### src/rtl/can_fc_pkg.sv
package can_fc_pkg;

   typedef enum logic [1:0] {
      ST_ACTIVE  = 2'd0,
      ST_WARN    = 2'd1,
      ST_PASSIVE = 2'd2,
      ST_BUSOFF  = 2'd3
   } fc_state_e;

   localparam int FLAG_N  = 6;
   localparam int FI_OVR  = 0;
   localparam int FI_RXW  = 1;
   localparam int FI_TXW  = 2;
   localparam int FI_RXP  = 3;
   localparam int FI_TXP  = 4;
   localparam int FI_BOFF = 5;

endpackage

### src/rtl/can_fc_errcnt.sv
module can_fc_errcnt #(
   parameter int CNT_W       = 9,
   parameter int INC_MINOR   = 1,
   parameter int INC_MAJOR   = 8,
   parameter bit RELOAD_EN   = 1'b0,
   parameter int RELOAD_FROM = 128,
   parameter int RELOAD_VAL  = 119
) (
   input  logic             clk,
   input  logic             rst_n,
   input  logic             clear,
   input  logic             freeze,
   input  logic             ev_minor,
   input  logic             ev_major,
   input  logic             ev_good,
   output logic [CNT_W-1:0] cnt
);

   localparam int EXT_W = CNT_W + 1;
   localparam int MAX_INT = (1 << CNT_W) - 1;
   localparam logic [EXT_W-1:0] MAX_EXT = EXT_W'(MAX_INT);

   if (CNT_W < 2 || CNT_W > 16) begin : g_bad_width
      $error("can_fc_errcnt: CNT_W out of range");
   end
   if (INC_MINOR < 1 || INC_MAJOR < INC_MINOR) begin : g_bad_step
      $error("can_fc_errcnt: increments must be positive and ordered");
   end
   if (RELOAD_EN && (RELOAD_VAL >= RELOAD_FROM || RELOAD_FROM > MAX_INT)) begin : g_bad_reload
      $error("can_fc_errcnt: reload value must lie below the reload threshold");
   end

   logic [CNT_W-1:0] cnt_q;
   logic [CNT_W-1:0] cnt_d;
   logic [EXT_W-1:0] major_sum;
   logic [EXT_W-1:0] minor_sum;
   logic [CNT_W-1:0] major_sat;
   logic [CNT_W-1:0] minor_sat;
   logic [CNT_W-1:0] good_val;
   logic             reload_hit;

   assign major_sum = {1'b0, cnt_q} + EXT_W'(INC_MAJOR);
   assign minor_sum = {1'b0, cnt_q} + EXT_W'(INC_MINOR);
   assign major_sat = (major_sum > MAX_EXT) ? MAX_EXT[CNT_W-1:0] : major_sum[CNT_W-1:0];
   assign minor_sat = (minor_sum > MAX_EXT) ? MAX_EXT[CNT_W-1:0] : minor_sum[CNT_W-1:0];

   if (RELOAD_EN) begin : g_reload
      assign reload_hit = (cnt_q >= CNT_W'(RELOAD_FROM));
   end else begin : g_plain
      assign reload_hit = 1'b0;
   end

   always_comb begin
      if (reload_hit) begin
         good_val = CNT_W'(RELOAD_VAL);
      end else if (cnt_q != '0) begin
         good_val = cnt_q - CNT_W'(1);
      end else begin
         good_val = cnt_q;
      end
   end

   always_comb begin
      cnt_d = cnt_q;
      if (clear) begin
         cnt_d = '0;
      end else if (!freeze) begin
         if (ev_major) begin
            cnt_d = major_sat;
         end else if (ev_minor) begin
            cnt_d = minor_sat;
         end else if (ev_good) begin
            cnt_d = good_val;
         end
      end
   end

   always_ff @(posedge clk or negedge rst_n) begin
      if (!rst_n) begin
         cnt_q <= '0;
      end else begin
         cnt_q <= cnt_d;
      end
   end

   assign cnt = cnt_q;

endmodule

### src/rtl/can_fc_recover.sv
module can_fc_recover #(
   parameter int SEQ_N = 128
) (
   input  logic clk,
   input  logic rst_n,
   input  logic srst,
   input  logic in_busoff,
   input  logic seq_hit,
   output logic done
);

   localparam int RW = $clog2(SEQ_N + 1);
   localparam logic [RW-1:0] LAST = RW'(SEQ_N - 1);

   if (SEQ_N < 1) begin : g_bad_seq
      $error("can_fc_recover: SEQ_N must be at least 1");
   end

   logic [RW-1:0] seen_q;

   assign done = in_busoff & seq_hit & (seen_q == LAST);

   always_ff @(posedge clk or negedge rst_n) begin
      if (!rst_n) begin
         seen_q <= '0;
      end else if (srst || !in_busoff || done) begin
         seen_q <= '0;
      end else if (seq_hit) begin
         seen_q <= seen_q + RW'(1);
      end
   end

endmodule

### src/rtl/can_fc_flags.sv
module can_fc_flags #(
   parameter int N = 6
) (
   input  logic         clk,
   input  logic         rst_n,
   input  logic         srst,
   input  logic [N-1:0] cond,
   input  logic [N-1:0] clr,
   input  logic [N-1:0] en,
   output logic [N-1:0] flags,
   output logic         irq
);

   if (N < 1) begin : g_bad_n
      $error("can_fc_flags: N must be at least 1");
   end

   logic [N-1:0] flag_q;
   logic [N-1:0] flag_d;

   for (genvar i = 0; i < N; i++) begin : g_flag
      assign flag_d[i] = !srst && (cond[i] || (flag_q[i] && !clr[i]));
   end

   always_ff @(posedge clk or negedge rst_n) begin
      if (!rst_n) begin
         flag_q <= '0;
      end else begin
         flag_q <= flag_d;
      end
   end

   assign flags = flag_q;
   assign irq   = |(flag_q & en);

endmodule

### src/rtl/can_fault_confine.sv
module can_fault_confine #(
   parameter int CNT_W       = 9,
   parameter int WARN_LIM    = 96,
   parameter int PASS_LIM    = 128,
   parameter int BOFF_LIM    = 256,
   parameter int TX_STEP     = 8,
   parameter int RX_SEV_STEP = 8,
   parameter int REC_RELOAD  = 119,
   parameter int RECOV_SEQ   = 128
) (
   input  logic                     clk,
   input  logic                     rst_n,
   input  logic                     srst,
   input  logic                     tx_err,
   input  logic                     tx_ok,
   input  logic                     rx_err,
   input  logic                     rx_err_sev,
   input  logic                     rx_ok,
   input  logic                     rx_ovr,
   input  logic                     rcsv_seq,
   input  logic [can_fc_pkg::FLAG_N-1:0] flag_en,
   input  logic [can_fc_pkg::FLAG_N-1:0] flag_clr,
   output logic [CNT_W-1:0]         tec,
   output logic [CNT_W-1:0]         rec,
   output logic [1:0]               node_state,
   output logic [can_fc_pkg::FLAG_N-1:0] err_flags,
   output logic                     err_irq
);

   import can_fc_pkg::*;

   localparam int MAX_INT = (1 << CNT_W) - 1;
   localparam logic [CNT_W-1:0] WARN_C = CNT_W'(WARN_LIM);
   localparam logic [CNT_W-1:0] PASS_C = CNT_W'(PASS_LIM);
   localparam logic [CNT_W-1:0] BOFF_C = CNT_W'(BOFF_LIM);

   if (!(WARN_LIM < PASS_LIM && PASS_LIM < BOFF_LIM && BOFF_LIM <= MAX_INT)) begin : g_bad_limits
      $error("can_fault_confine: thresholds must rise and fit the counter");
   end
   if (BOFF_LIM - 1 + TX_STEP > MAX_INT) begin : g_bad_headroom
      $error("can_fault_confine: counter too narrow for the bus-off step");
   end

   logic             busoff;
   logic             recov_done;
   logic             cnt_clear;
   logic [FLAG_N-1:0] flag_cond;
   fc_state_e        state_c;

   assign busoff    = (tec >= BOFF_C);
   assign cnt_clear = srst | recov_done;

   can_fc_errcnt #(
      .CNT_W     (CNT_W),
      .INC_MINOR (1),
      .INC_MAJOR (TX_STEP),
      .RELOAD_EN (1'b0)
   ) u_tec (
      .clk      (clk),
      .rst_n    (rst_n),
      .clear    (cnt_clear),
      .freeze   (busoff),
      .ev_minor (1'b0),
      .ev_major (tx_err),
      .ev_good  (tx_ok),
      .cnt      (tec)
   );

   can_fc_errcnt #(
      .CNT_W       (CNT_W),
      .INC_MINOR   (1),
      .INC_MAJOR   (RX_SEV_STEP),
      .RELOAD_EN   (1'b1),
      .RELOAD_FROM (PASS_LIM),
      .RELOAD_VAL  (REC_RELOAD)
   ) u_rec (
      .clk      (clk),
      .rst_n    (rst_n),
      .clear    (cnt_clear),
      .freeze   (busoff),
      .ev_minor (rx_err),
      .ev_major (rx_err_sev),
      .ev_good  (rx_ok),
      .cnt      (rec)
   );

   can_fc_recover #(
      .SEQ_N (RECOV_SEQ)
   ) u_recover (
      .clk       (clk),
      .rst_n     (rst_n),
      .srst      (srst),
      .in_busoff (busoff),
      .seq_hit   (rcsv_seq),
      .done      (recov_done)
   );

   always_comb begin
      flag_cond          = '0;
      flag_cond[FI_OVR]  = rx_ovr;
      flag_cond[FI_RXW]  = (rec >= WARN_C) && (rec < PASS_C);
      flag_cond[FI_TXW]  = (tec >= WARN_C) && (tec < PASS_C);
      flag_cond[FI_RXP]  = (rec >= PASS_C);
      flag_cond[FI_TXP]  = (tec >= PASS_C) && !busoff;
      flag_cond[FI_BOFF] = busoff;
   end

   can_fc_flags #(
      .N (FLAG_N)
   ) u_flags (
      .clk   (clk),
      .rst_n (rst_n),
      .srst  (srst),
      .cond  (flag_cond),
      .clr   (flag_clr),
      .en    (flag_en),
      .flags (err_flags),
      .irq   (err_irq)
   );

   always_comb begin
      if (busoff) begin
         state_c = ST_BUSOFF;
      end else if (tec >= PASS_C || rec >= PASS_C) begin
         state_c = ST_PASSIVE;
      end else if (tec >= WARN_C || rec >= WARN_C) begin
         state_c = ST_WARN;
      end else begin
         state_c = ST_ACTIVE;
      end
   end

   assign node_state = state_c;

endmodule

### config.mk
export PLATFORM = sky130hd
export DESIGN_NAME = can_fault_confine
export DESIGN_NICKNAME = d
export VERILOG_FILES = /design/src/rtl/can_fc_pkg.sv /design/src/rtl/can_fc_errcnt.sv /design/src/rtl/can_fc_recover.sv /design/src/rtl/can_fc_flags.sv /design/src/rtl/can_fault_confine.sv
export SDC_FILE = /design/constraint.sdc
export NUM_CORES = 1
export LEC_CHECK = 0
export ABC_AREA = 1
export CORE_MARGIN = 3
export CORE_UTILIZATION = 53
export CTS_CLUSTER_SIZE = 30
export DETAILED_ROUTE_END_ITERATION = 6
export PLACE_DENSITY = 0.81
export RECOVER_POWER = 100
export SETUP_SLACK_MARGIN = 0.02
export SYNTH_ARGS = -nofsm -noshare
export SYNTH_HDL_FRONTEND = slang
export SYNTH_SLANG_ARGS = --single-unit
### constraint.sdc
create_clock -name clk -period 1.74 [get_ports clk]
set_input_delay 0.261 -clock clk [delete_from_list [all_inputs] [get_ports clk]]
set_output_delay 0.261 -clock clk [all_outputs]
set_load 0.01 [all_outputs]
==> metrics.md, run 1 <==
| Metric | Value |
|---|---|
| Largest net degree at the start of global routing | `33` |
| Final count of negative-setup-slack endpoints | `0` |
| Switch Pwr | `approximately 1700 uW` |
| Syn Nets | `410` |
| Synth warn | `0` |
| Pwr/cell area | `1130 nW/um2` |
| Total global-route track usage | `0.252` |
| Worst endpoint data arrival time | `~1.4 ns` |
| CP Max Fanout | `6` |
| Final instance area | `between 3000 and 4000 um2` |
| Vias | `between 2000 and 3000` |
| Crit path cell chain | `buf_4 > dlygate4sd3_1` |
| Worst Path Required | `between 1 and 1.5 ns` |
| RSZ-0062 raised after global routing | `true` |
| Hold path depth | `2` |
| DIE WIDTH | `about 76 um` |
| Worst-case reg-to-reg path depth | `9` |
| Most frequent cells in the layout | `nand2_1 (101), nand3_1 (49), inv_1 (44)` |
| # DRC | `0` |
| Initial DRC count | `roughly 230` |
| Fmax | `about 590 MHz` |
| ANT nets after route | `0` |
| Drt pass-1 iters | `4` |
| Top delay family on crit path | `buffers and inverters` |
| Flop pwr share | `0.273` |
| Vias in the first global route | `approximately 2600` |
| Initial antenna violation count | `0` |
| Buf/Inv on CP | `2` |
| Reg clk slew, reported paths | `roughly 0.07 ns` |
| Worst slew pin tran | `~0.85 ns` |
| Reg-to-reg endpoint | `u_tec.cnt[8]` |
| Status | `complete, no violations` |
| Cells after Synth | `380` |
| Routed vias/inst | `about 5.4` |
| Hold wc startpoint | `u_recover.seen_q[7]` |
| Htree depth | `2` |
| Die area | `slightly below 6000 um2` |
| First-pass GRT wire length | `between 10 and 15 mm` |
| WL final | `7.22 mm` |
| Crit. End Element | `output pin` |
| Post-DP HPWL | `about 5.4 mm` |
| Final period util | `0.979` |
| Number of top-level pins | `49` |
| Gr ovfl total | `0` |
| Setup WS pre-CTS | `-0.274 ns` |
| Slew HR | `0.435` |
| CTS Buffer Depth | `2` |
| WS Path Type | `reg2out` |
| Post-synthesis cell type count | `35` |
| FF+latch count, synth | `32` |
| Maxcap violations | `0` |
| Startpoint Class | `flop` |
| Most common cell after layout, fill and taps aside | `nand2_1` |
| Fill count | `between 400 and 500` |
| Reg-to-reg critical path startpoint | `u_recover.seen_q[1]` |
| Crit path largest cell delay | `~0.60 ns` |
| Skew-Pair Late Insertion Delay | `0.29 ns` |
| Layout cells sized above 1 | `0.139` |
| Synth Cell Area | `between 2000 and 3000 um2` |
| Syn_area_per_cell | `between 6 and 7 um2` |
| Worst VDD drop | `794 uV` |
| Worst min path class | `reg2reg` |
| Core Util, Final | `0.741` |
| GPL Wtd Cong | `between 0.8 and 0.9` |
| Final Max Tran Viols | `0` |
| Logic pwr share | `0.534` |
| Core area | `4560 um2` |
| Slowest CP cell | `dlygate4sd3_1` |
| Clock power share | `0.193` |
| Worst Hold Endpoint | `u_recover.seen_q[7]` |
| Wirelength per Cell | `~14 um` |
| Fin worst setup slack | `between 0.03 and 0.04 ns` |
| Leak pwr | `around 0.0016 uW` |
| Seq/Total Area, Yosys | `0.305` |
| Port Buf Inserts | `48` |
| Clock root buffer | `clkbuf_8` |
| Net count, final | `just under 500` |
| Rows | `24` |
| Int Power | `approximately 2200 uW` |
| Antenna cells | `0` |
| DIE HEIGHT | `between 70 and 80 um` |
| CTS tree | `done` |
| Post-CTS Hold Buffers | `0` |
| Tmin final | `around 1.7 ns` |
| Switching Share | `0.432` |
| Hold slack | `0.534 ns` |
| CTS sink count | `32` |
| Initial Utilization | `0.576` |
| Worst Clk Skew | `slightly above 0.003 ns` |
| Synth-to-layout area growth | `28.8%` |
| Clock buffer count from CTS | `5` |
| Placement Cell Area | `approximately 3300 um2` |
| Final Hold Fails | `0` |
| Flop2flop setup slack | `between 0.1 and 0.15 ns` |
-- worst reg2reg max path, delay by kind of cell (launching register included) --
kind            cells  cell delay [ns]
fa+ha+maj           1             0.21
simple gates        5             0.52
buf+inv             2             0.28
compound gates      1             0.10
flops               1             0.38
-- synthesized netlist by cell type (all sizes together) --
| cell type | number | area, um2 |
|---|---|---|
| a221oi | 1 | 8.76 |
| buf | 7 | 68.8 |
| nand3 | 53 | 308 |
| a22o | 1 | 8.76 |
| xnor2 | 4 | 35.0 |
| xor2 | 10 | 87.6 |
| dfrtp | 32 | 801 |
| nand4 | 11 | 68.8 |
| clkinv | 1 | 3.75 |
| nor2 | 48 | 215 |
| nand2 | 110 | 473 |
| o22ai | 1 | 6.26 |
| ha | 8 | 100 |
| nor3 | 3 | 15.0 |
| a21oi | 16 | 80.1 |
| nand3b | 1 | 7.51 |
| or2 | 1 | 6.26 |
| o221ai | 1 | 8.76 |
| o21ai | 22 | 114 |
| clkbuf | 2 | 27.5 |
| inv | 47 | 184 |
-- through the flow --
stage / TNS [ns] / std cells / power, uW
2_1_floorplan: 0 / 380 / 2360
3_3_place_gp: -0.207 / 508 / 3090
3_5_place_dp: -0.274 / 508 / 3140
4_1_cts: 0 / 516 / 3890
5_1_grt: 0 / 518 / 4130
6_report: 0 / 518 / 3830
-- routing by layer --
| layer | global-route usage | up-vias | wire length (um) |
|---|---|---|---|
| met3 | 0.0496 | 15 | 404 |
| li1 | - | 1373 | - |
| met2 | 0.431 | 89 | 3560 |
| met4 | 0.0833 | 0 | 150 |
| met1 | 0.318 | 1321 | 3100 |
| met5 | 0 | - | 0 |
-- kinds of logic after synthesis --
group,count (synthesis),share of synthesized area
and+or+nand+nor,227,0.416
buffers and inverters,57,0.108
xor gates and xnor gates,14,0.0467
DFF,32,0.305
AOI/OAI and AO/OA,42,0.0862
adders and majority gates,8,0.0381
-- area by class of cell --
cell class	instances	area, um2	share of cell area
multi-input cells	291	1560	0.462
flip-flops and latches	32	803	0.237
repair buffers	74	641	0.189
inverters	48	185	0.0547
well taps	65	81.3	0.0240
clock buffers	5	68.8	0.0203
clock inverters	3	42.5	0.0126
-- registers in the layout (all words and copies together) (netlist names) --
signal / flops
u_flags.flags: 6
u_rec.cnt: 9
u_recover.seen_q: 8
u_tec.cnt: 9
-- worst max-delay path by stage --
stage,from,to,cells after the start
global placement,flag_en[2],err_irq,5
CTS,u_tec.cnt[6],node_state[0],4
global route,u_tec.cnt[5],tec[5],2
detailed placement,flag_en[2],err_irq,5
floorplan,u_rec.cnt[0],u_rec.cnt[2],10
finish,u_rec.cnt[7],rec[7],2
-- power groups by stage --
stage / clock network (uW) / registers, uW / logic [uW]
after floorplan: 0 / 1110 / 1240
after global placement: 0 / 1040 / 2040
after detailed placement: 0 / 1050 / 2090
after CTS: 753 / 1040 / 2090
after global routing: 793 / 1070 / 2270
final: 738 / 1050 / 2040
-- what timing repair did --
| action | 4_1_cts | 5_1_grt |
|---|---|---|
| setup endpoints to repair | 4 | 16 |
| gates resized for setup | 10 | 11 |
| pin swaps | 0 | 1 |
| setup buffers | 0 | 2 |
Power figures use the tool's default switching activity.
==> inputs of run 2 (changes only) <==
- REMOVE_ABC_BUFFERS: not set -> 1
==> metrics.md, run 2 (same netlist as run 1, synthesis figures left out) <==
| Metric | Value |
|---|---|
| Die area | `5840 um2 (unchanged)` |
| Leak pwr | `0.00163 uW (+0.93%)` |
| Clock buffer count from CTS | `5 (unchanged)` |
| Final period util | `0.974 (-0.00434)` |
| Flop pwr share | `0.263 (-0.010)` |
| WS Path Type | `reg2out` |
| First-pass GRT wire length | `12.3 mm (+2.4%)` |
| Pwr/cell area | `1140 nW/um2 (+1.1%)` |
| Most frequent cells in the layout | `nand2_1 (103), nand3_1 (49), inv_1 (44)` |
| Number of top-level pins | `49 (unchanged)` |
| DIE HEIGHT | `76.4 um (unchanged)` |
| CTS Buffer Depth | `2 (unchanged)` |
| Status | `complete, no violations` |
| Layout cells sized above 1 | `0.142 (+0.00316)` |
| CP Max Fanout | `8 (+2)` |
| Layout Cells excl Fill | `522 (+0.77%)` |
| RSZ-0062 raised after global routing | `true` |
| Switch Pwr | `1670 uW (+0.94%)` |
| Most common cell after layout, fill and taps aside | `nand2_1` |
| Wirelength per Cell | `14.1 um (+0.84%)` |
| Port Buf Inserts | `48 (unchanged)` |
| Worst slew pin tran | `0.822 ns (-0.0250 ns)` |
| Synth-to-layout area growth | `29.9%` |
| Reg clk slew, reported paths | `0.08 ns (about the same)` |
| Setup WS pre-CTS | `-0.313 ns (-0.0387 ns)` |
| CTS tree | `done` |
| Drt pass-1 iters | `5 (+1)` |
| Worst Path Required | `1.48 ns (about the same)` |
| ANT nets after route | `0 (unchanged)` |
| Gr ovfl total | `0 (unchanged)` |
| Switching Share | `0.428 (-0.00416)` |
| Hold slack | `0.522 ns (-0.0115 ns)` |
| Vias in the first global route | `2688 (+1.6%)` |
| # DRC | `0 (unchanged)` |
| Htree depth | `2 (unchanged)` |
| Maxcap violations | `0 (unchanged)` |
| Worst VDD drop | `711 uV (-10%)` |
| Vias | `2789 (-0.32%)` |
| Worst endpoint data arrival time | `1.43 ns (about the same)` |
| CTS sink count | `32 (unchanged)` |
| Initial Utilization | `0.576 (unchanged)` |
| Routed vias/inst | `5.34 (-1.1%)` |
| Final Hold Fails | `0 (unchanged)` |
| Total global-route track usage | `0.256 (+0.00381)` |
| Net count, final | `486 (+0.83%)` |
| Rows | `24 (unchanged)` |
| Final Max Tran Viols | `0 (unchanged)` |
| Placed Cells | `511 (+0.59%)` |
| Clock root buffer | `clkbuf_8` |
| Logic pwr share | `0.546 (+0.012)` |
| Skew-Pair Late Insertion Delay | `0.30 ns (about the same)` |
| DIE WIDTH | `76.4 um (unchanged)` |
| Post-DP HPWL | `5.39 mm (-0.69%)` |
| Clock power share | `0.190 (-0.003)` |
| Core area | `4560 um2 (unchanged)` |
| Int Power | `2230 uW (+2.7%)` |
| Worst Clk Skew | `0.00795 ns (+0.00492 ns)` |
| Antenna cells | `0 (unchanged)` |
| Initial antenna violation count | `0 (unchanged)` |
| Startpoint Class | `flop` |
| Slew HR | `0.452 (+0.0167)` |
| GPL Wtd Cong | `0.936 (+5.0%)` |
| Crit. End Element | `output pin` |
| Initial DRC count | `285 (+26%)` |
| Tmin final | `1.70 ns (-0.00755 ns)` |
| Final count of negative-setup-slack endpoints | `0 (unchanged)` |
| Largest net degree at the start of global routing | `33 (unchanged)` |
| Fin worst setup slack | `0.0448 ns (+0.00755 ns)` |
| Fmax | `590 MHz (+0.45%)` |
| WL final | `7.34 mm (+1.6%)` |
| Worst min path class | `reg2reg` |
==> run 2: cell count changes in the layout (fill, tap and decap cells not counted), moves of 2 or more <==
| cell | delta |
|---|---|
| buf_4 | +6 |
| clkdlybuf4s50_1 | +3 |
| clkbuf_4 | -2 |
| dlygate4sd3_1 | -2 |
| nand2_1 | +2 |
| nand2_2 | -2 |
==> run 2: metal layers <==
layer	routed length, um	vias to the layer above	GRT usage	share of wire
met2	3680	109	0.452	0.50
met4	155	0	0.0833	0.021
met3	376	18	0.0343	0.051
li1	-	1390	-	-
met1	3130	1272	0.321	0.43
met5	0	-	0	0
==> run 2: critical path, stage by stage, from the launching register on <==
cell	delay, ns
dfrtp_1	0.35
buf_2	0.23
clkdlybuf4s50_1	0.57
==> run 2: power groups by stage <==
stage	logic (uW)	registers, uW	clock network (uW)
after detailed placement	2140	1040	0
after CTS	2160	1030	750
after global routing	2380	1050	795
after floorplan	1060	1200	0
final	2130	1030	743
after global placement	2110	1030	0
==> run 2: path summary, 6_finish.rpt <==
path                                startpoint      endpoint  slack, ns  cells past startpoint
min                               u_tec.cnt[0]  u_tec.cnt[0]       0.52                      2
max                               u_rec.cnt[5]        rec[5]       0.04                      2
min in group asynchronous                rst_n  u_rec.cnt[4]       0.59                      2
max reg2reg                u_recover.seen_q[0]  u_rec.cnt[1]       0.11                      9
max in group asynchronous                rst_n  u_rec.cnt[2]       0.59                      2
min reg2reg                       u_tec.cnt[0]  u_tec.cnt[0]       0.52                      2
==> run 2: metrics by stage <==
stage	utilization	cell area (um2)	TNS, ns	power, uW
2_1_floorplan	-	2530	0	2250
3_3_place_gp	0.722	3300	-0.225	3150
3_5_place_dp	0.722	3300	-0.313	3180
4_1_cts	0.751	3430	0	3940
5_1_grt	0.748	3410	-0.0564	4230
6_report	0.748	3410	0	3900
==> run 2: area by class of cell <==
type	count	area [um2]
clock buffer	5	68.8
fill	381	1150
inverter	48	188
clock inverter	3	42.5
timing repair buffer	78	678
multi-input combinational	291	1550
tap	65	81.3
sequential	32	802
==> run 2: repair_timing <==
item,in CTS,in global routing
setup endpoints to repair,4,16
gates resized for setup,8,12
hold buffers,0,0
cloned,0,0
pin swaps,0,1
setup buffers,1,2
==> inputs of run 3 (changes only) <==
- ABC_AREA: 1 -> not set
- CAP_MARGIN: not set -> 10
- CORE_UTILIZATION: 53 -> 51
- PLACE_DENSITY: 0.81 -> 0.8
==> metrics.md, run 3 <==
| Metric | Value |
|---|---|
| Vias | `2853 (+2.3%)` |
| RSZ-0062 raised after global routing | `true` |
| Cells after Synth | `267 (-30%)` |
| Reg clk slew, reported paths | `0.09 ns (about the same)` |
| Final instance area | `3720 um2 (+9.2%)` |
| Most frequent cell after synthesis | `nor2_1` |
| Failing checks | `DRC, setup timing` |
| Worst slew pin tran | `0.839 ns (+0.0171 ns)` |
| Top Usage Layer GRT | `met2` |
| Clock root buffer | `clkbuf_8` |
| Final Hold Fails | `0 (unchanged)` |
| Port Buf Inserts | `48 (unchanged)` |
| Async set-reset flop share out of synthesis | `1.00 (unchanged)` |
| Fin worst setup slack | `-0.207 ns (-0.252 ns)` |
| DIE WIDTH | `72.1 um (-5.7%)` |
| Layout Cells excl Fill | `440 (-16%)` |
| Worst Clk Skew | `0.0166 ns (+0.00868 ns)` |
| CTS sink count | `32 (unchanged)` |
| Tmin final | `1.95 ns (+0.252 ns)` |
| Leak pwr | `0.00159 uW (-2.7%)` |
| Crit path cell chain | `inv_2 > ha_4 > or3b_4 > o41ai_4 > buf_6 > a22oi_1 > xnor2_1 > nor2_1` |
| Number of top-level pins | `49 (unchanged)` |
| Largest net degree at the start of global routing | `33 (unchanged)` |
| Wirelength per Cell | `20.9 um (+49%)` |
| Worst VDD drop | `499 uV (-30%)` |
| Final count of negative-setup-slack endpoints | `19 (+19)` |
| Synth Cell Area | `2230 um2 (-15%)` |
| Die area | `5200 um2 (-11%)` |
| Total Power | `3450 uW (-11%)` |
| DIE HEIGHT | `72.1 um (-5.7%)` |
| CTS tree | `done` |
| Worst Path Required | `1.91 ns (+0.43 ns)` |
| Worst min path class | `reg2reg` |
| CTS Buffer Depth | `2 (unchanged)` |
| Drt pass-1 iters | `7 (+2)` |
| Vias in the first global route | `2567 (-4.5%)` |
| Post-DP HPWL | `4.99 mm (-7.5%)` |
| Met1 usage | `0.369 (+0.0482)` |
| Antenna cells | `0 (unchanged)` |
| Worst endpoint data arrival time | `2.12 ns (+0.69 ns)` |
| Total global-route track usage | `0.309 (+0.0530)` |
| Rows | `23 (-4.2%)` |
| Synth top cells by count | `nor2_1 (34), dfrtp_1 (32), nand2_1 (22)` |
| Crit. End Element | `flop` |
| WL final | `9.20 mm (+25%)` |
| Maxcap violations | `0 (unchanged)` |
| Final Max Tran Viols | `0 (unchanged)` |
| Slew HR | `0.441 (-0.0114)` |
| Routed vias/inst | `6.48 (+21%)` |
| Placement Cell Area | `3180 um2 (-3.6%)` |
| Crit path largest cell delay | `0.40 ns (-0.17 ns)` |
| Leading area contributor after synthesis | `dfrtp_1` |
| Synth-to-layout area growth | `67.2%` |
| Synth top area cells | `dfrtp_1 (36%), nor2_1 (5.7%), xnor2_1 (4.7%)` |
| Fill count | `187 (-51%)` |
| Syn_area_per_cell | `8.34 um2 (+21%)` |
| Placed Cells | `413 (-19%)` |
| GPL Wtd Cong | `0.936 (about the same)` |
| Post-synthesis cell type count | `55 (+57%)` |
| Status | `finished with violations` |
| WS Path Type | `reg2reg` |
| Seq/Total Area, Yosys | `0.360 (+0.0548)` |
| Pwr/cell area | `927 nW/um2 (-19%)` |
| Initial antenna violation count | `0 (unchanged)` |
| Initial DRC count | `289 (+1.4%)` |
| Gr ovfl total | `0 (unchanged)` |
| Clock buffer count from CTS | `5 (unchanged)` |
| Startpoint Class | `flop` |
| Slowest CP cell | `dfrtp_1` |
| # DRC | `1 (+1)` |
| Most common cell after layout, fill and taps aside | `buf_4` |
| Worst-case reg-to-reg path depth | `8 (-1)` |
| Fmax | `513 MHz (-13%)` |
| ANT nets after route | `0 (unchanged)` |
| Layout cells sized above 1 | `0.377 (+0.235)` |
| Final period util | `1.12 (+0.145)` |
| Hold slack | `0.549 ns (+0.0265 ns)` |
| Most frequent cells in the layout | `buf_4 (72), clkdlybuf4s50_1 (39), nor2_1 (31)` |
| EDFF count, synth | `0 (unchanged)` |
| Skew-Pair Late Insertion Delay | `0.30 ns (about the same)` |
| Initial Utilization | `0.541 (-0.0345)` |
| Synth warn | `0 (unchanged)` |
| Setup TNS | `-2.82 ns (-2.82 ns)` |
| Top_reg_cell synth | `dfrtp_1` |
| Core area | `4120 um2 (-9.8%)` |
| Htree depth | `2 (unchanged)` |
| Share of the synthesized area in the top cell type | `0.360 (+0.0548)` |
| First-pass GRT wire length | `12.4 mm (+0.90%)` |
| Net count, final | `419 (-14%)` |
| Post-CTS Hold Buffers | `0 (unchanged)` |
| GRT met3 Usage | `0.0693 (+0.0350)` |
| CP Max Fanout | `7 (-1)` |
| FF+latch count, synth | `32 (unchanged)` |
| Hold path depth | `2 (unchanged)` |
| Met2 Track Usage GR | `0.527 (+0.0751)` |
## run 3: path summary, 6_finish.rpt
kind / start / end / slack, ns
worst max register to register: u_tec.cnt[1] / u_tec.cnt[5] / -0.21
worst max-delay path: u_tec.cnt[1] / u_tec.cnt[5] / -0.21
max in group asynchronous: rst_n / u_rec.cnt[4] / 0.56
worst min register to register: u_flags.flags[4] / u_flags.flags[4] / 0.55
worst min-delay path: u_flags.flags[4] / u_flags.flags[4] / 0.55
min in group asynchronous: rst_n / u_tec.cnt[6] / 0.58
## run 3: routing by layer
metal,up-vias,routed length [um]
met5,-,0
met4,0,473
met3,55,780
met2,217,4460
met1,1368,3480
li1,1213,-
## run 3: kinds of logic (layout without fill, tap and decap cells)
group | Yosys count | count (layout) | synth area share
flops | 32 | 32 | 0.360
fa+ha+maj | 8 | 8 | 0.0449
compound gates | 65 | 65 | 0.207
xor+xnor | 15 | 15 | 0.0590
buf+inv | 32 | 154 | 0.0612
simple gates | 113 | 114 | 0.259
mux | 2 | 2 | 0.00899
## run 3: metrics by stage
step                       util  setup slack, ns
after detailed placement  0.772           -0.335
final                     0.905           -0.207
after CTS                 0.864           -0.163
after global placement    0.772           -0.265
after floorplan               -           -0.715
after global routing      0.905           -0.302
## run 3: repair_timing
action,4_1_cts,5_1_grt
pin swaps,26,23
gates resized for setup,53,37
endpoints found under the setup margin,23,26
cloned,0,1
setup buffers,12,9
endpoints found under the hold margin,0,0
## run 3: area by class of cell
class                      instances  area, um2  area share
multi-input combinational        204       1570       0.421
timing repair buffer             129       1110       0.298
sequential                        32        810       0.217
clock buffer                       6       72.6      0.0195
inverter                          17       66.3      0.0178
tap                               50       62.6      0.0168
clock inverter                     2       35.0     0.00941
## run 3: critical path, delay by kind of cell, from the launching register on
kind	cells	cell delay [ns]
adder cells (fa/ha/maj)	1	0.13
AND/OR/NAND/NOR	2	0.46
XOR/XNOR	1	0.16
buffers and inverters	2	0.26
AO/OA/AOI/OAI	2	0.39
flip-flops	1	0.40
## run 3: report_power, final
part,switching (uW),internal (uW)
Combinational,855,926
Clock,317,425
Sequential,97.8,832
